[src/rtl/irq_pd_pkg.sv]
package irq_pd_pkg;
  localparam int VEC_W  = 8;
  localparam int DEST_W = 8;
  localparam int DLV_W  = 3;
  localparam int ENT_W  = VEC_W + DLV_W + 4 + DEST_W;

  // routing entry, MSB first
  typedef struct packed {
    logic [DEST_W-1:0] dest;
    logic              mask;
    logic              lvl;
    logic              pol;
    logic              dmode;
    logic [DLV_W-1:0]  dlv;
    logic [VEC_W-1:0]  vec;
  } ent_t;

  localparam ent_t ENT_RST = '{dest: '0, mask: 1'b1, lvl: 1'b0, pol: 1'b0,
                               dmode: 1'b0, dlv: '0, vec: '0};
endpackage

[src/rtl/irq_pd_ent_tbl.sv]
module irq_pd_ent_tbl import irq_pd_pkg::*; #(
  parameter int NPINS = 8,
  parameter int IDX_W = 3
) (
  input  logic                   clk,
  input  logic                   rst,
  input  logic                   we,
  input  logic [IDX_W-1:0]       widx,
  input  ent_t                   wdata,
  output ent_t [NPINS-1:0]       ents
);
  ent_t tbl [NPINS];

  // every entry is read in parallel, so each slot is its own register
  for (genvar g = 0; g < NPINS; g++) begin : g_slot
    always_ff @(posedge clk) begin
      if (rst)
        tbl[g] <= ENT_RST;
      else if (we && widx == IDX_W'(g))
        tbl[g] <= wdata;
    end
    assign ents[g] = tbl[g];
  end
endmodule

[src/rtl/irq_pd_pin_ctl.sv]
module irq_pd_pin_ctl (
  input  logic clk,
  input  logic rst,
  input  logic raw,
  input  logic pol,
  input  logic lvl,
  input  logic mask,
  input  logic wr_hit,
  input  logic wr_lvl,
  input  logic wr_mask,
  input  logic grant,
  output logic pend,
  output logic coal
);
  logic irr, rirr;
  logic eff, rise, svc, coal_ev;

  always_comb begin
    eff     = raw ^ pol;
    rise    = eff & ~irr;
    svc     = ~wr_hit & (lvl ? (eff & ~rirr) : rise);
    coal_ev = ~wr_hit & rise &
              (lvl ? rirr : (pend & ~grant & ~mask));
  end

  always_ff @(posedge clk) begin
    if (rst) begin
      irr  <= 1'b0;
      rirr <= 1'b0;
      pend <= 1'b0;
      coal <= 1'b0;
    end else begin
      irr  <= eff;
      coal <= coal_ev;
      if (wr_hit) begin
        rirr <= 1'b0;
        pend <= ~wr_mask & (pend | (wr_lvl & irr));
      end else begin
        if (grant && lvl) rirr <= 1'b1;
        pend <= (pend & ~grant) | (svc & ~mask & ~(grant & lvl));
      end
    end
  end

  // a masked pin holds no pending request
  a_r5_masked_not_pending: assert property (@(posedge clk) disable iff (rst)
    mask |-> !pend);
  // granting a level pin sets remote-busy
  a_r3_busy_after_grant: assert property (@(posedge clk) disable iff (rst)
    (grant && lvl && !wr_hit) |=> rirr);
  // no new queueing of a level pin while remote-busy
  a_r3_no_requeue_busy: assert property (@(posedge clk) disable iff (rst)
    (rirr && lvl && !pend && !wr_hit) |=> !pend);
endmodule

[src/rtl/irq_pd_pick.sv]
module irq_pd_pick #(
  parameter int NPINS = 8,
  parameter int IDX_W = 3
) (
  input  logic [NPINS-1:0] req,
  output logic [NPINS-1:0] onehot,
  output logic [IDX_W-1:0] idx,
  output logic             any
);
  always_comb begin
    idx = '0;
    for (int i = NPINS - 1; i >= 0; i--) begin
      if (req[i]) idx = IDX_W'(i);
    end
    any    = |req;
    onehot = any ? (NPINS'(1) << idx) : '0;
  end
endmodule

[src/rtl/irq_pd_deliver.sv]
module irq_pd_deliver import irq_pd_pkg::*; #(
  parameter int NPINS = 8,
  parameter int IDX_W = 3
) (
  input  logic                          clk,
  input  logic                          rst,
  input  logic [NPINS-1:0]              pend,
  input  logic [NPINS-1:0][VEC_W-1:0]   vecs,
  input  logic [NPINS-1:0][DEST_W-1:0]  dests,
  input  logic [NPINS-1:0]              dmodes,
  input  logic [NPINS-1:0][DLV_W-1:0]   dlvs,
  input  logic [NPINS-1:0]              lvls,
  input  logic [DEST_W-1:0]             boot_dest,
  input  logic                          ready,
  output logic [NPINS-1:0]              grant,
  output logic                          valid,
  output logic [IDX_W-1:0]              o_pin,
  output logic [VEC_W-1:0]              o_vec,
  output logic [DEST_W-1:0]             o_dest,
  output logic                          o_dmode,
  output logic [DLV_W-1:0]              o_dlv,
  output logic                          o_lvl
);
  logic [NPINS-1:0] sel_oh;
  logic [IDX_W-1:0] sel;
  logic             any, load, boot_pin;

  irq_pd_pick #(.NPINS(NPINS), .IDX_W(IDX_W)) u_pick (
    .req(pend), .onehot(sel_oh), .idx(sel), .any(any));

  always_comb begin
    load     = any & (~valid | ready);
    grant    = load ? sel_oh : '0;
    boot_pin = (sel == '0);
  end

  always_ff @(posedge clk) begin
    if (rst) begin
      valid   <= 1'b0;
      o_pin   <= '0;
      o_vec   <= '0;
      o_dest  <= '0;
      o_dmode <= 1'b0;
      o_dlv   <= '0;
      o_lvl   <= 1'b0;
    end else if (load) begin
      valid   <= 1'b1;
      o_pin   <= sel;
      o_vec   <= vecs[sel];
      o_dest  <= boot_pin ? boot_dest : dests[sel];
      o_dmode <= boot_pin ? 1'b0 : dmodes[sel];
      o_dlv   <= dlvs[sel];
      o_lvl   <= lvls[sel];
    end else if (ready) begin
      valid   <= 1'b0;
    end
  end

  // at most one pin granted per edge
  a_r8_single_grant: assert property (@(posedge clk) disable iff (rst)
    $onehot0(grant));
  // no lower-numbered pin left waiting behind a grant
  a_r8_lowest_first: assert property (@(posedge clk) disable iff (rst)
    (grant != '0) |-> ((pend & (grant - NPINS'(1))) == '0));
  // request held while stalled
  a_r9_hold_stalled: assert property (@(posedge clk) disable iff (rst)
    (valid && !ready) |=> (valid && $stable(o_pin) && $stable(o_vec) &&
                           $stable(o_dest) && $stable(o_dmode) &&
                           $stable(o_dlv) && $stable(o_lvl)));
endmodule

[src/rtl/irq_pin_dispatch.sv]
module irq_pin_dispatch import irq_pd_pkg::*; #(
  parameter int NPINS = 8,
  parameter int IDX_W = (NPINS > 1) ? $clog2(NPINS) : 1
) (
  input  logic              clk,
  input  logic              rst,
  input  logic [NPINS-1:0]  pin_raw,
  input  logic [DEST_W-1:0] boot_dest,
  input  logic              ent_we,
  input  logic [IDX_W-1:0]  ent_idx,
  input  logic [ENT_W-1:0]  ent_wdata,
  output logic              req_valid,
  input  logic              req_ready,
  output logic [IDX_W-1:0]  req_pin,
  output logic [VEC_W-1:0]  req_vector,
  output logic [DEST_W-1:0] req_dest,
  output logic              req_dest_mode,
  output logic [DLV_W-1:0]  req_dlv_mode,
  output logic              req_trig_lvl,
  output logic [NPINS-1:0]  coal_pulse
);
  ent_t                         wr_ent;
  ent_t [NPINS-1:0]             ents;
  logic [NPINS-1:0]             pend, grant;
  logic [NPINS-1:0][VEC_W-1:0]  vecs;
  logic [NPINS-1:0][DEST_W-1:0] dests;
  logic [NPINS-1:0]             dmodes, lvls;
  logic [NPINS-1:0][DLV_W-1:0]  dlvs;

  assign wr_ent = ent_t'(ent_wdata);

  irq_pd_ent_tbl #(.NPINS(NPINS), .IDX_W(IDX_W)) u_tbl (
    .clk(clk), .rst(rst), .we(ent_we), .widx(ent_idx),
    .wdata(wr_ent), .ents(ents));

  for (genvar g = 0; g < NPINS; g++) begin : g_pin
    assign vecs[g]   = ents[g].vec;
    assign dests[g]  = ents[g].dest;
    assign dmodes[g] = ents[g].dmode;
    assign dlvs[g]   = ents[g].dlv;
    assign lvls[g]   = ents[g].lvl;

    irq_pd_pin_ctl u_ctl (
      .clk(clk), .rst(rst), .raw(pin_raw[g]),
      .pol(ents[g].pol), .lvl(ents[g].lvl), .mask(ents[g].mask),
      .wr_hit(ent_we && ent_idx == IDX_W'(g)),
      .wr_lvl(wr_ent.lvl), .wr_mask(wr_ent.mask),
      .grant(grant[g]), .pend(pend[g]), .coal(coal_pulse[g]));
  end

  irq_pd_deliver #(.NPINS(NPINS), .IDX_W(IDX_W)) u_dlv (
    .clk(clk), .rst(rst), .pend(pend), .vecs(vecs), .dests(dests),
    .dmodes(dmodes), .dlvs(dlvs), .lvls(lvls), .boot_dest(boot_dest),
    .ready(req_ready), .grant(grant), .valid(req_valid),
    .o_pin(req_pin), .o_vec(req_vector), .o_dest(req_dest),
    .o_dmode(req_dest_mode), .o_dlv(req_dlv_mode), .o_lvl(req_trig_lvl));

  // pin 0 always leaves in physical mode
  a_r7_boot_physical: assert property (@(posedge clk) disable iff (rst)
    (req_valid && req_pin == '0) |-> !req_dest_mode);
  // no coalesced pulse in the first cycle after reset
  a_r10_quiet_after_reset: assert property (@(posedge clk)
    $past(rst) |-> (coal_pulse == '0 && !req_valid));
endmodule

[config.mk]
export PLATFORM = sky130hd
export DESIGN_NAME = irq_pin_dispatch
export DESIGN_NICKNAME = d
export VERILOG_FILES = /design/src/rtl/irq_pd_pkg.sv /design/src/rtl/irq_pd_ent_tbl.sv /design/src/rtl/irq_pd_pin_ctl.sv /design/src/rtl/irq_pd_pick.sv /design/src/rtl/irq_pd_deliver.sv /design/src/rtl/irq_pin_dispatch.sv
export SDC_FILE = /design/constraint.sdc
export NUM_CORES = 1
export LEC_CHECK = 0
export ABC_AREA = 1
export CAP_MARGIN = 20
export CORE_ASPECT_RATIO = 1.25
export CORE_UTILIZATION = 50
export CTS_CLUSTER_DIAMETER = 50
export DETAILED_ROUTE_END_ITERATION = 7
export GPL_TIMING_DRIVEN = 0
export PLACE_DENSITY_LB_ADDON = 0.15
export SYNTH_ARGS = -nofsm -noshare
export SYNTH_HDL_FRONTEND = slang
export SYNTH_SLANG_ARGS = --single-unit
export TNS_END_PERCENT = 30
[constraint.sdc]
create_clock -name clk -period 4.4 [get_ports clk]
set_input_delay 0.44 -clock clk [delete_from_list [all_inputs] [get_ports clk]]
set_output_delay 0.44 -clock clk [all_outputs]
set_load 0.02 [all_outputs]
==> results of run 1 <==
## through the flow
stage                     utilization  worst slack, ps
after floorplan                     -             2693
after global placement         0.5712             1571
after detailed placement       0.5775             1622
after CTS                      0.6164             2180
after global routing           0.6192             1946
final                          0.6192             2145
## synthesized netlist by cell type (5+ instances only)
library cell,instances
inv_1,93
nor3_1,12
inv_2,5
nand4_1,6
nand2_4,5
xnor2_1,8
dfxtp_1,57
nand2_1,233
a22o_1,5
a21oi_1,72
buf_4,10
clkbuf_1,23
nor2_1,245
o21ai_0,27
buf_2,11
nand3_1,58
buf_6,5
edfxtp_1,175
## final timing paths
check / start / end / slack [ps]
worst min register to register: g_pin[0].u_ctl.rirr / g_pin[0].u_ctl.rirr / 450
worst min-delay path: g_pin[0].u_ctl.rirr / g_pin[0].u_ctl.rirr / 450
worst max register to register: g_pin[0].u_ctl.pend / u_dlv.o_vec[5] / 2140
worst max-delay path: g_pin[0].u_ctl.pend / u_dlv.o_vec[5] / 2140
## worst register-to-register path: stages (launching register included)
cell and delay [ps]:
dfxtp_1 490, nor2_1 130, nand2_1 140, inv_2 50, nand2_1 160, clkbuf_1 540
nand2_1 110, a21oi_1 240, nand3_1 110, nand2_1 90, a21oi_1 60
## final cells by class
type	count	area share
clock buffers	38	0.05944
multi-input cells	699	0.2526
well taps	265	0.02720
inverters	101	0.03131
plain buffers	52	0.02330
clock inverters	6	0.003285
repair buffers	84	0.07802
flip-flops and latches	232	0.5248
## metal layers
layer  vias up  track usage
li1       3775            -
met1      3789       0.3397
met2       338       0.4910
met3        58      0.03279
met4         0       0.1118
met5         -            0
## where the power goes
| group | internal (mW) | switching [mW] | leakage, nW |
|---|---|---|---|
| registers | 2.55 | 0.0906 | 2.16 |
| clock network | 1.13 | 0.840 | 0.371 |
| logic | 0.501 | 0.985 | 2.36 |
## flip-flops by register name, summed over array words and instances, names as in the netlist
register and count:
g_pin.u_ctl.pend 8, u_dlv.o_vec 8, u_dlv.valid 1, u_tbl.tbl 175, u_dlv.o_dest 8, u_dlv.o_pin 3, g_pin.u_ctl.rirr 8, g_pin.u_ctl.coal 8
g_pin.u_ctl.irr 8, u_dlv.o_dmode 1, u_dlv.o_dlv 3, u_dlv.o_lvl 1
## cells in the final DEF (no fill, tap or decap), drive strengths merged, types with 2 or more instances in the layout
master         netlist  routed
a211oi               3       3
nand2              240     240
xnor2                8       8
o31ai                2       2
o21a                 4       4
clkinv               3       5
a21oi               73      73
clkinvlp             0       2
o211ai               2       2
a22o                 5       5
buf                 29      36
nor2               247     247
nor3                12      12
clkbuf              23      61
nand3               58      58
edfxtp             175     175
o21ai               30      30
a2111oi              4       4
dfxtp               57      57
inv                 98     100
clkdlybuf4s50        0      77
nand4                6       6
## cells by family after synthesis
logic type	after synthesis
buffers and inverters	153
AND/OR/NAND/NOR	565
XOR/XNOR	8
AO/OA/AOI/OAI	126
flip-flops	232
==> reports/qor.csv, run 1 <==
metric;value;unit
run_status;finished clean;
skew;12.87;ps
grt_max_degree;26;
synth-main-ff-cell;edfxtp_1;
wl_met1;10630;um
synth_xor_xnor_area_share;0.006909;
yosysWarningCount;0;
path_depth;10;
fp.dieArea;20860;um2
wl_per_cell;18.86;um
setup_viol;0;
grt.overflow.total;0;
ff_latch_area;6396;um2
synth_seq_area_share;0.6307;
netlist_instances;1084;
nFillCells;1695;
synth_nets;1130;
cts_resized;0;
hold_class;flop to flop;
hold_viol;0;
antenna_left;0;
multiInputGateArea;3079;um2
cpMostUsedCell;nand2_1;
ys_top_cells_by_area;edfxtp_1, dfxtp_1, nor2_1;
final_area;12190;um2
worstSetupPathType;flop to flop;
slowest_delay;540;ps
routed.top_layer;met4;
dp_hpwl;18970;um
p_per_area;500.8;nW/um2
peakVddDrop;0.2871;mV
synth_seq_cells;232;
drcViolationCount;0;
relSlewSlack;0.4576;
synth_async_sr_flop_share;0;
finalCriticalPeriod;2255;ps
fmax;0.4434;GHz
synth-simple-area-share;0.2264;
rr_worst_depth;10;
power.total;6.104;mW
worst_slew_pin_slew;813.7;ps
synth_top_area_cell;edfxtp_1;
place_inst;1431;
start_util;0.5152;
grt_pass1_wl;42510;um
maxCapViolCount;0;
first_global_vias;7686;
synth_compound_area_frac;0.07033;
rsz0062_at_grt;false;
ios;79;
synth_top_area_frac;0.5182;
synth_fa_ha_area_frac;0;
final.period_utilization;0.5126;
clock_path_buffers;3;
cts_num_sinks;232;
drtIter0Drc;679;
slew_viol_final;0;
diodes;0;
portBuffers;77;
cts_tree;done;
cts_made_buffers;24;
area_growth_syn_to_layout;20.18;%
dr_wl_met2;14390;um
met3WireLength;1921;um
cpLargestDelayFamily;simple AND/OR/NAND/NOR gates;
syn_area_per_cell;9.355;um2
critical_path.endpoint_type;flop;
synthMuxAreaShare;0;
crit_fanout;10;
die_y;161.2;um
worst_hold_slack;454.7;ps
min_path_cells;2;
cp-start-kind;flop;
synth_edf_count;175;
synth_top_family_by_area;simple AND/OR/NAND/NOR gates;
layout.nets;1240;
htree_levels;1;
required;4780;ps
layout.cells.non_filler;1477;
root_buffer;clkbuf_16;
vias;7960;
place_area;11370;um2
layout-drive-gt1-share;0.07178;
die_x;129.4;um
routed_wirelength;27860;um
fp-row-count;57;
place_congestion;0.8823;
drt_first_pass_iters;5;
worstPathCellList;nor2_1 > nand2_1 > inv_2 > nand2_1 > clkbuf_1 > nand2_1 > a21oi_1 > nand3_1 > nand2_1 > a21oi_1;
clkTransAtPathRegs;60;ps
netlist_area;10140;um2
power_leakage;4.892;nW
fin_tns_setup;0;ps
postCtsSetupRepairBufs;0;
synth.distinct_cells;38;
track_usage;0.2768;
coreArea;19680;um2
antenna_found_initial;0;
crit_arrival;2640;ps
vias_per_cell;5.389;
crit_slowest_cell;clkbuf_1;
cts_hold_buffers;0;
clk_latency;520;ps
cp_num_buf_inv;2;
Note: power is estimated with default switching activity, not from simulation.
==> run 2, diff against run 1 <==
==> constraint.sdc (replaced) <==
create_clock -name clk -period 2.1 [get_ports clk]
set_input_delay 0.21 -clock clk [delete_from_list [all_inputs] [get_ports clk]]
set_output_delay 0.21 -clock clk [all_outputs]
set_load 0.02 [all_outputs]
==> run 2 against run 1 <==
Effect of this change:
- combinational power is 120% higher
- register-to-register slack lost 2100 ps
- wire length rose by 0.61%
- final area rose by 0.79%
- worst hold slack got worse by 200 ps
- critical path depth rose by 5
- sequential power up 110%
- flip-flop and latch count stayed put
- critical path type unchanged
- critical endpoint is now u_dlv.o_dest[4]
- largest power group unchanged
==> reports/qor.csv, run 2 (same netlist as run 1, synthesis figures left out) <==
metric;value;unit;change
run_status;finished clean;;unchanged
antenna_found_initial;0;;unchanged
track_usage;0.2769;;was 0.2768
cp-start-kind;flop;;unchanged
place_congestion;0.8823;;unchanged
vias;8002;;was 7960
worst_slew_pin_slew;871.0;ps;was 813.7 ps
grt.overflow.total;0;;unchanged
crit_slowest_cell;dfxtp_2;;was clkbuf_1
final_area;12280;um2;was 12190 um2
htree_levels;1;;unchanged
fin_util;0.6241;;was 0.6192
largest_register_ffs;175;;unchanged
cts_made_buffers;24;;unchanged
cts_tree;done;;unchanged
crit_arrival;2470;ps;was 2640 ps
first_global_vias;7691;;was 7686
wl_per_cell;18.95;um;was 18.86 um
layout.cells.non_filler;1479;;was 1477
crit_fanout;10;;unchanged
relSlewSlack;0.4193;;was 0.4576
min_path_cells;3;;was 2
clock_path_buffers;3;;unchanged
vias_per_cell;5.410;;was 5.389
place_area;11370;um2;unchanged
worstSetupPathType;flop to flop;;unchanged
fmax;0.4945;GHz;was 0.4434 GHz
hold_viol;0;;unchanged
routed_wirelength;28030;um;was 27860 um
portBuffers;77;;unchanged
slew_viol_final;0;;unchanged
diodes;0;;unchanged
layout.nets;1242;;was 1240
place_inst;1431;;unchanged
setup_viol;0;;unchanged
final.period_utilization;0.9630;;was 0.5126
fp.dieArea;20860;um2;unchanged
dp_hpwl;18970;um;unchanged
clkTransAtPathRegs;60;ps;about the same
die_y;161.2;um;unchanged
slowest_delay;340;ps;was 540 ps
top_register;u_tbl.tbl;;unchanged
drtIter0Drc;681;;was 679
layout_common_cells;nor2_1, nand2_1, edfxtp_1, inv_1, clkdlybuf4s50_1;;unchanged
clk_latency;530;ps;was 520 ps
area_growth_syn_to_layout;21.14;%;was 20.18%
rr_worst_depth;15;;was 10
p_per_area;1051;nW/um2;was 500.8 nW/um2
required;2550;ps;was 4780 ps
grt_pass1_wl;42530;um;was 42510 um
antenna_left;0;;unchanged
hold_class;primary input to flop;;was flop to flop
drt_first_pass_iters;5;;unchanged
cts_num_sinks;232;;unchanged
ios;79;;unchanged
start_util;0.5152;;unchanged
critical_path.endpoint_type;flop;;unchanged
root_buffer;clkbuf_16;;unchanged
grt_max_degree;26;;unchanged
skew;14.36;ps;was 12.87 ps
die_x;129.4;um;unchanged
coreArea;19680;um2;unchanged
peakVddDrop;0.6021;mV;was 0.2871 mV
fp-row-count;57;;unchanged
power_leakage;4.917;nW;was 4.892 nW
maxCapViolCount;0;;unchanged
finalCriticalPeriod;2022;ps;was 2255 ps
worstPathCellList;inv_2 > nand2_1 > nand2_1 > nand2_2 > nand2_4 > nand2_8 > nand2_4 > nand2_4 > nand2_4 > clkinv_2 > nand2_1 > nand2_1 > nor2_1 > a21oi_1 > nor2_1;;was nor2_1 > nand2_1 > inv_2 > nand2_1 > clkbuf_1 > nand2_1 > a21oi_1 > nand3_1 > nand2_1 > a21oi_1
layout-drive-gt1-share;0.08567;;was 0.07178
final_common_cell;nor2_1;;unchanged
cts_hold_buffers;0;;unchanged
drcViolationCount;0;;unchanged
==> run 2: cell count changes in the layout (fill, tap and decap cells not counted), moves of 2 or more <==
cell | before | now
a21oi_1 | 72 | 67
a21oi_2 | 0 | 5
buf_2 | 11 | 4
buf_4 | 10 | 13
buf_6 | 5 | 7
clkbuf_1 | 31 | 29
clkbuf_2 | 0 | 2
clkbuf_4 | 0 | 4
dfxtp_1 | 57 | 54
dfxtp_2 | 0 | 3
inv_4 | 1 | 3
nand2_1 | 233 | 230
nand2_2 | 1 | 4
==> run 2: where the power goes <==
| part | total, mW | internal, mW | leakage, nW | switching, mW |
|---|---|---|---|---|
| Clock | 4.15 | 2.37 | 0.371 | 1.77 |
| Sequential | 5.55 | 5.35 | 2.16 | 0.193 |
| Combinational | 3.21 | 1.11 | 2.38 | 2.10 |
==> run 2: critical path: cells and delay by family, from the launching register on <==
| kind | cells | cell delay (ps) |
|---|---|---|
| buffers and inverters | 2 | 170 |
| flip-flops | 1 | 340 |
| AND/OR/NAND/NOR | 12 | 1360 |
| AO/OA/AOI/OAI | 1 | 90 |
==> run 2: final timing paths <==
path	endpoint	start	slack, ps
max	u_dlv.o_dest[4]	g_pin[6].u_ctl.pend	80
max reg2reg	u_dlv.o_dest[4]	g_pin[6].u_ctl.pend	80
min reg2reg	g_pin[0].u_ctl.rirr	g_pin[0].u_ctl.rirr	450
min	g_pin[1].u_ctl.pend	ent_wdata[13]	250
==> run 2: timing repair <==
action	CTS	global route
endpoints found under the setup margin	13	35
buffers inserted	0	2
resized for setup	5	26
==> run 2: cell type report <==
| type | count | area [um2] |
|---|---|---|
| sequential | 232 | 6400 |
| timing repair buffer | 86 | 965.9 |
| tap | 265 | 331.6 |
| clock inverter | 6 | 40.04 |
| clock buffer | 38 | 724.4 |
| inverter | 101 | 385.4 |
| buffer | 52 | 311.5 |
| fill | 1684 | 7400 |
| multi-input combinational | 699 | 3126 |
==> run 2: per-layer routing <==
metal | GRT usage | vias up | part of all wire
met5 | 0 | - | 0
met4 | 0.1123 | 0 | 0.038
met3 | 0.03379 | 64 | 0.076
met2 | 0.4905 | 378 | 0.51
met1 | 0.3395 | 3777 | 0.37
li1 | - | 3783 | -
==> run 2: stage by stage <==
stage                     setup slack (ps)  hold WS (ps)  setup TNS, ps  power, mW
after floorplan                      516.3         377.5              0      7.452
after global placement              -498.8         438.5         -89920      8.636
after detailed placement            -448.2         443.8         -47980      8.700
after CTS                           -14.44         233.8         -14.44      12.81
after global routing                -17.03         255.7         -32.45      13.37
final                                77.67         251.0              0      12.91
==> run 3, diff against run 2 <==
--- a/config.mk
+++ b/config.mk
@@ -8,6 +8,7 @@
 export ABC_AREA = 1
 export CAP_MARGIN = 20
 export CORE_ASPECT_RATIO = 1.25
+export CORE_MARGIN = 4
 export CORE_UTILIZATION = 50
 export CTS_CLUSTER_DIAMETER = 50
 export DETAILED_ROUTE_END_ITERATION = 7
==> run 3 against run 2 <==
Effect of this change:
- total power increased by 0.70%
- clock skew is 1.0 ps lower
- final area grew 0.13%
==> reports/qor.csv, run 3 (same netlist as run 1, synthesis figures left out) <==
metric;value;unit;change
switching_power;4.100;mW;was 4.070 mW
portBuffers;77;;unchanged
vias;7964;;was 8002
setup_ws;62.08;ps;was 77.67 ps
fp-row-count;58;;was 57
place_congestion;0.8604;;was 0.8823
grt_max_degree;25;;was 26
root_buffer;clkbuf_16;;unchanged
routed_wirelength;28620;um;was 28030 um
start_util;0.5063;;was 0.5152
maxCapViolCount;0;;unchanged
coreArea;20030;um2;was 19680 um2
power_leakage;4.941;nW;was 4.917 nW
dp_hpwl;19810;um;was 18970 um
worstSetupPathType;flop to flop;;unchanged
hold_class;primary input to flop;;unchanged
antenna_found_initial;0;;unchanged
first_global_vias;7749;;was 7691
internal_power;8.897;mW;was 8.838 mW
clock_path_buffers;3;;unchanged
place_ws;-421.6;ps;was -448.2 ps
nFillCells;1746;;was 1684
critPathLaunch;g_pin[1].u_ctl.pend;;was g_pin[6].u_ctl.pend
cts_num_sinks;232;;unchanged
holdCritStartpoint;ent_wdata[13];;unchanged
worstPathCellList;nor2_2 > nand2_1 > o21ai_2 > inv_1 > clkbuf_2 > nand2_1 > inv_1 > nand2_1 > a21oi_1;;was inv_2 > nand2_1 > nand2_1 > nand2_2 > nand2_4 > nand2_8 > nand2_4 > nand2_4 > nand2_4 > clkinv_2 > nand2_1 > nand2_1 > nor2_1 > a21oi_1 > nor2_1
layout-drive-gt1-share;0.08553;;was 0.08567
crit_fanout;10;;unchanged
setup_viol;0;;unchanged
top_register;u_tbl.tbl;;unchanged
cts_tree;done;;unchanged
power.total;13.00;mW;was 12.91 mW
cts_made_buffers;25;;was 24
clk_latency;530;ps;about the same
p_per_area;1057;nW/um2;was 1051 nW/um2
largest_register_ffs;175;;unchanged
die_x;135.4;um;was 129.4 um
antenna_left;0;;unchanged
drt_first_pass_iters;5;;unchanged
hold_viol;0;;unchanged
relSlewSlack;0.4256;;was 0.4193
cp-start-kind;flop;;unchanged
ios;79;;unchanged
power_frac_seq;0.426;;was 0.430
fin_tns_setup;0;ps;unchanged
diodes;0;;unchanged
grt.overflow.total;0;;unchanged
fin_util;0.6141;;was 0.6241
combinationalPowerShare;0.247;;was 0.249
slowest_delay;390;ps;was 340 ps
peakVddDrop;0.7902;mV;was 0.6021 mV
skew;13.34;ps;was 14.36 ps
grt_pass1_wl;43770;um;was 42530 um
crit_slowest_cell;dfxtp_1;;was dfxtp_2
drtIter0Drc;647;;was 681
p_sw_frac;0.3155;;was 0.3153
area_growth_syn_to_layout;21.30;%;was 21.14%
slew_viol_final;0;;unchanged
die_y;167.2;um;was 161.2 um
vias_per_cell;5.359;;was 5.410
final.period_utilization;0.9704;;was 0.9630
layout_common_cells;nor2_1, nand2_1, edfxtp_1, inv_1, clkdlybuf4s50_1;;unchanged
cpMostUsedCell;nand2_1;;
wl_per_cell;19.26;um;was 18.95 um
layout.nets;1243;;was 1242
p_clk_frac;0.327;;was 0.321
htree_levels;1;;unchanged
track_usage;0.2541;;was 0.2769
clkTransAtPathRegs;60;ps;about the same
critical_path.endpoint_type;flop;;unchanged
fmax;0.4907;GHz;was 0.4945 GHz
drcViolationCount;0;;unchanged
finalCriticalPeriod;2038;ps;was 2022 ps
crit_arrival;2410;ps;was 2470 ps
final_common_cell;nor2_1;;unchanged
run_status;finished clean;;unchanged
rsz0062_at_grt;true;;
r2r_start;g_pin[1].u_ctl.pend;;was g_pin[6].u_ctl.pend
required;2470;ps;was 2550 ps
worst_slew_pin_slew;860.6;ps;was 871.0 ps
fp.dieArea;22640;um2;was 20860 um2
==> run 3: cell types whose count changed in the layout (fill, tap and decap cells not counted), sizes merged <==
cell | before | now
buf | 34 | 37
clkbuf | 65 | 58
clkinv | 4 | 12
clkinvlp | 2 | 1
inv | 101 | 100
==> run 3: timing repair <==
action / 4_1_cts / 5_1_grt
setup endpoints to repair: 20 / 25
pin swaps: 0 / 1
hold buffers: 0 / 0
setup buffers: 0 / 2
resized for setup: 5 / 24
hold endpoints to repair: 0 / 0
==> run 3: worst max-delay path: cells and delay by family, from the launching register on <==
family,cells,cell delay [ps]
buffers and inverters,3,560
AND/OR/NAND/NOR,4,520
AO/OA/AOI/OAI,2,410
flip-flops,1,390
==> run 3: layer usage <==
layer	up-vias	GRT usage	share of wire
li1	3787	-	-
met1	3784	0.3100	0.38
met2	318	0.4536	0.51
met3	75	0.03636	0.074
met4	0	0.09557	0.041
met5	-	0	0
==> run 3: stage by stage <==
step | hold slack, ps | instance area (um2) | instances
detailed placement | 441.6 | 11400 | 1437
floorplan | 377.5 | 10140 | 1084
global placement | 437.8 | 11250 | 1431
CTS | 208.3 | 12210 | 1483
finish | 208.8 | 12300 | 1486
global route | 265.4 | 12300 | 1486
==> run 3: path summary, 6_finish.rpt <==
kind	to	slack, ps	depth (start not counted)
hold / removal	g_pin[6].u_ctl.pend	210	3
hold reg to reg	g_pin[3].u_ctl.rirr	450	2
setup reg to reg	u_dlv.o_dest[0]	60	9
setup / recovery	u_dlv.o_dest[0]	60	9
==> run 3: power groups by stage <==
stage	logic, mW	registers, mW	clock network (mW)
5_1_grt	3.49	5.59	4.48
3_5_place_dp	3.13	5.63	0
6_report	3.21	5.54	4.25
2_1_floorplan	1.68	5.77	0
3_3_place_gp	3.04	5.62	0
4_1_cts	3.14	5.54	4.27
==> run 3: final cells by class <==
type,instances,area [um2],share of cell area
flip-flops and latches,232,6399,0.5202
multi-input cells,699,3099,0.2520
repair buffers,86,965.9,0.07853
clock buffers,34,730.7,0.05940
inverters,101,382.9,0.03113
well taps,270,337.8,0.02746
plain buffers,52,312.8,0.02543
clock inverters,12,72.57,0.005900
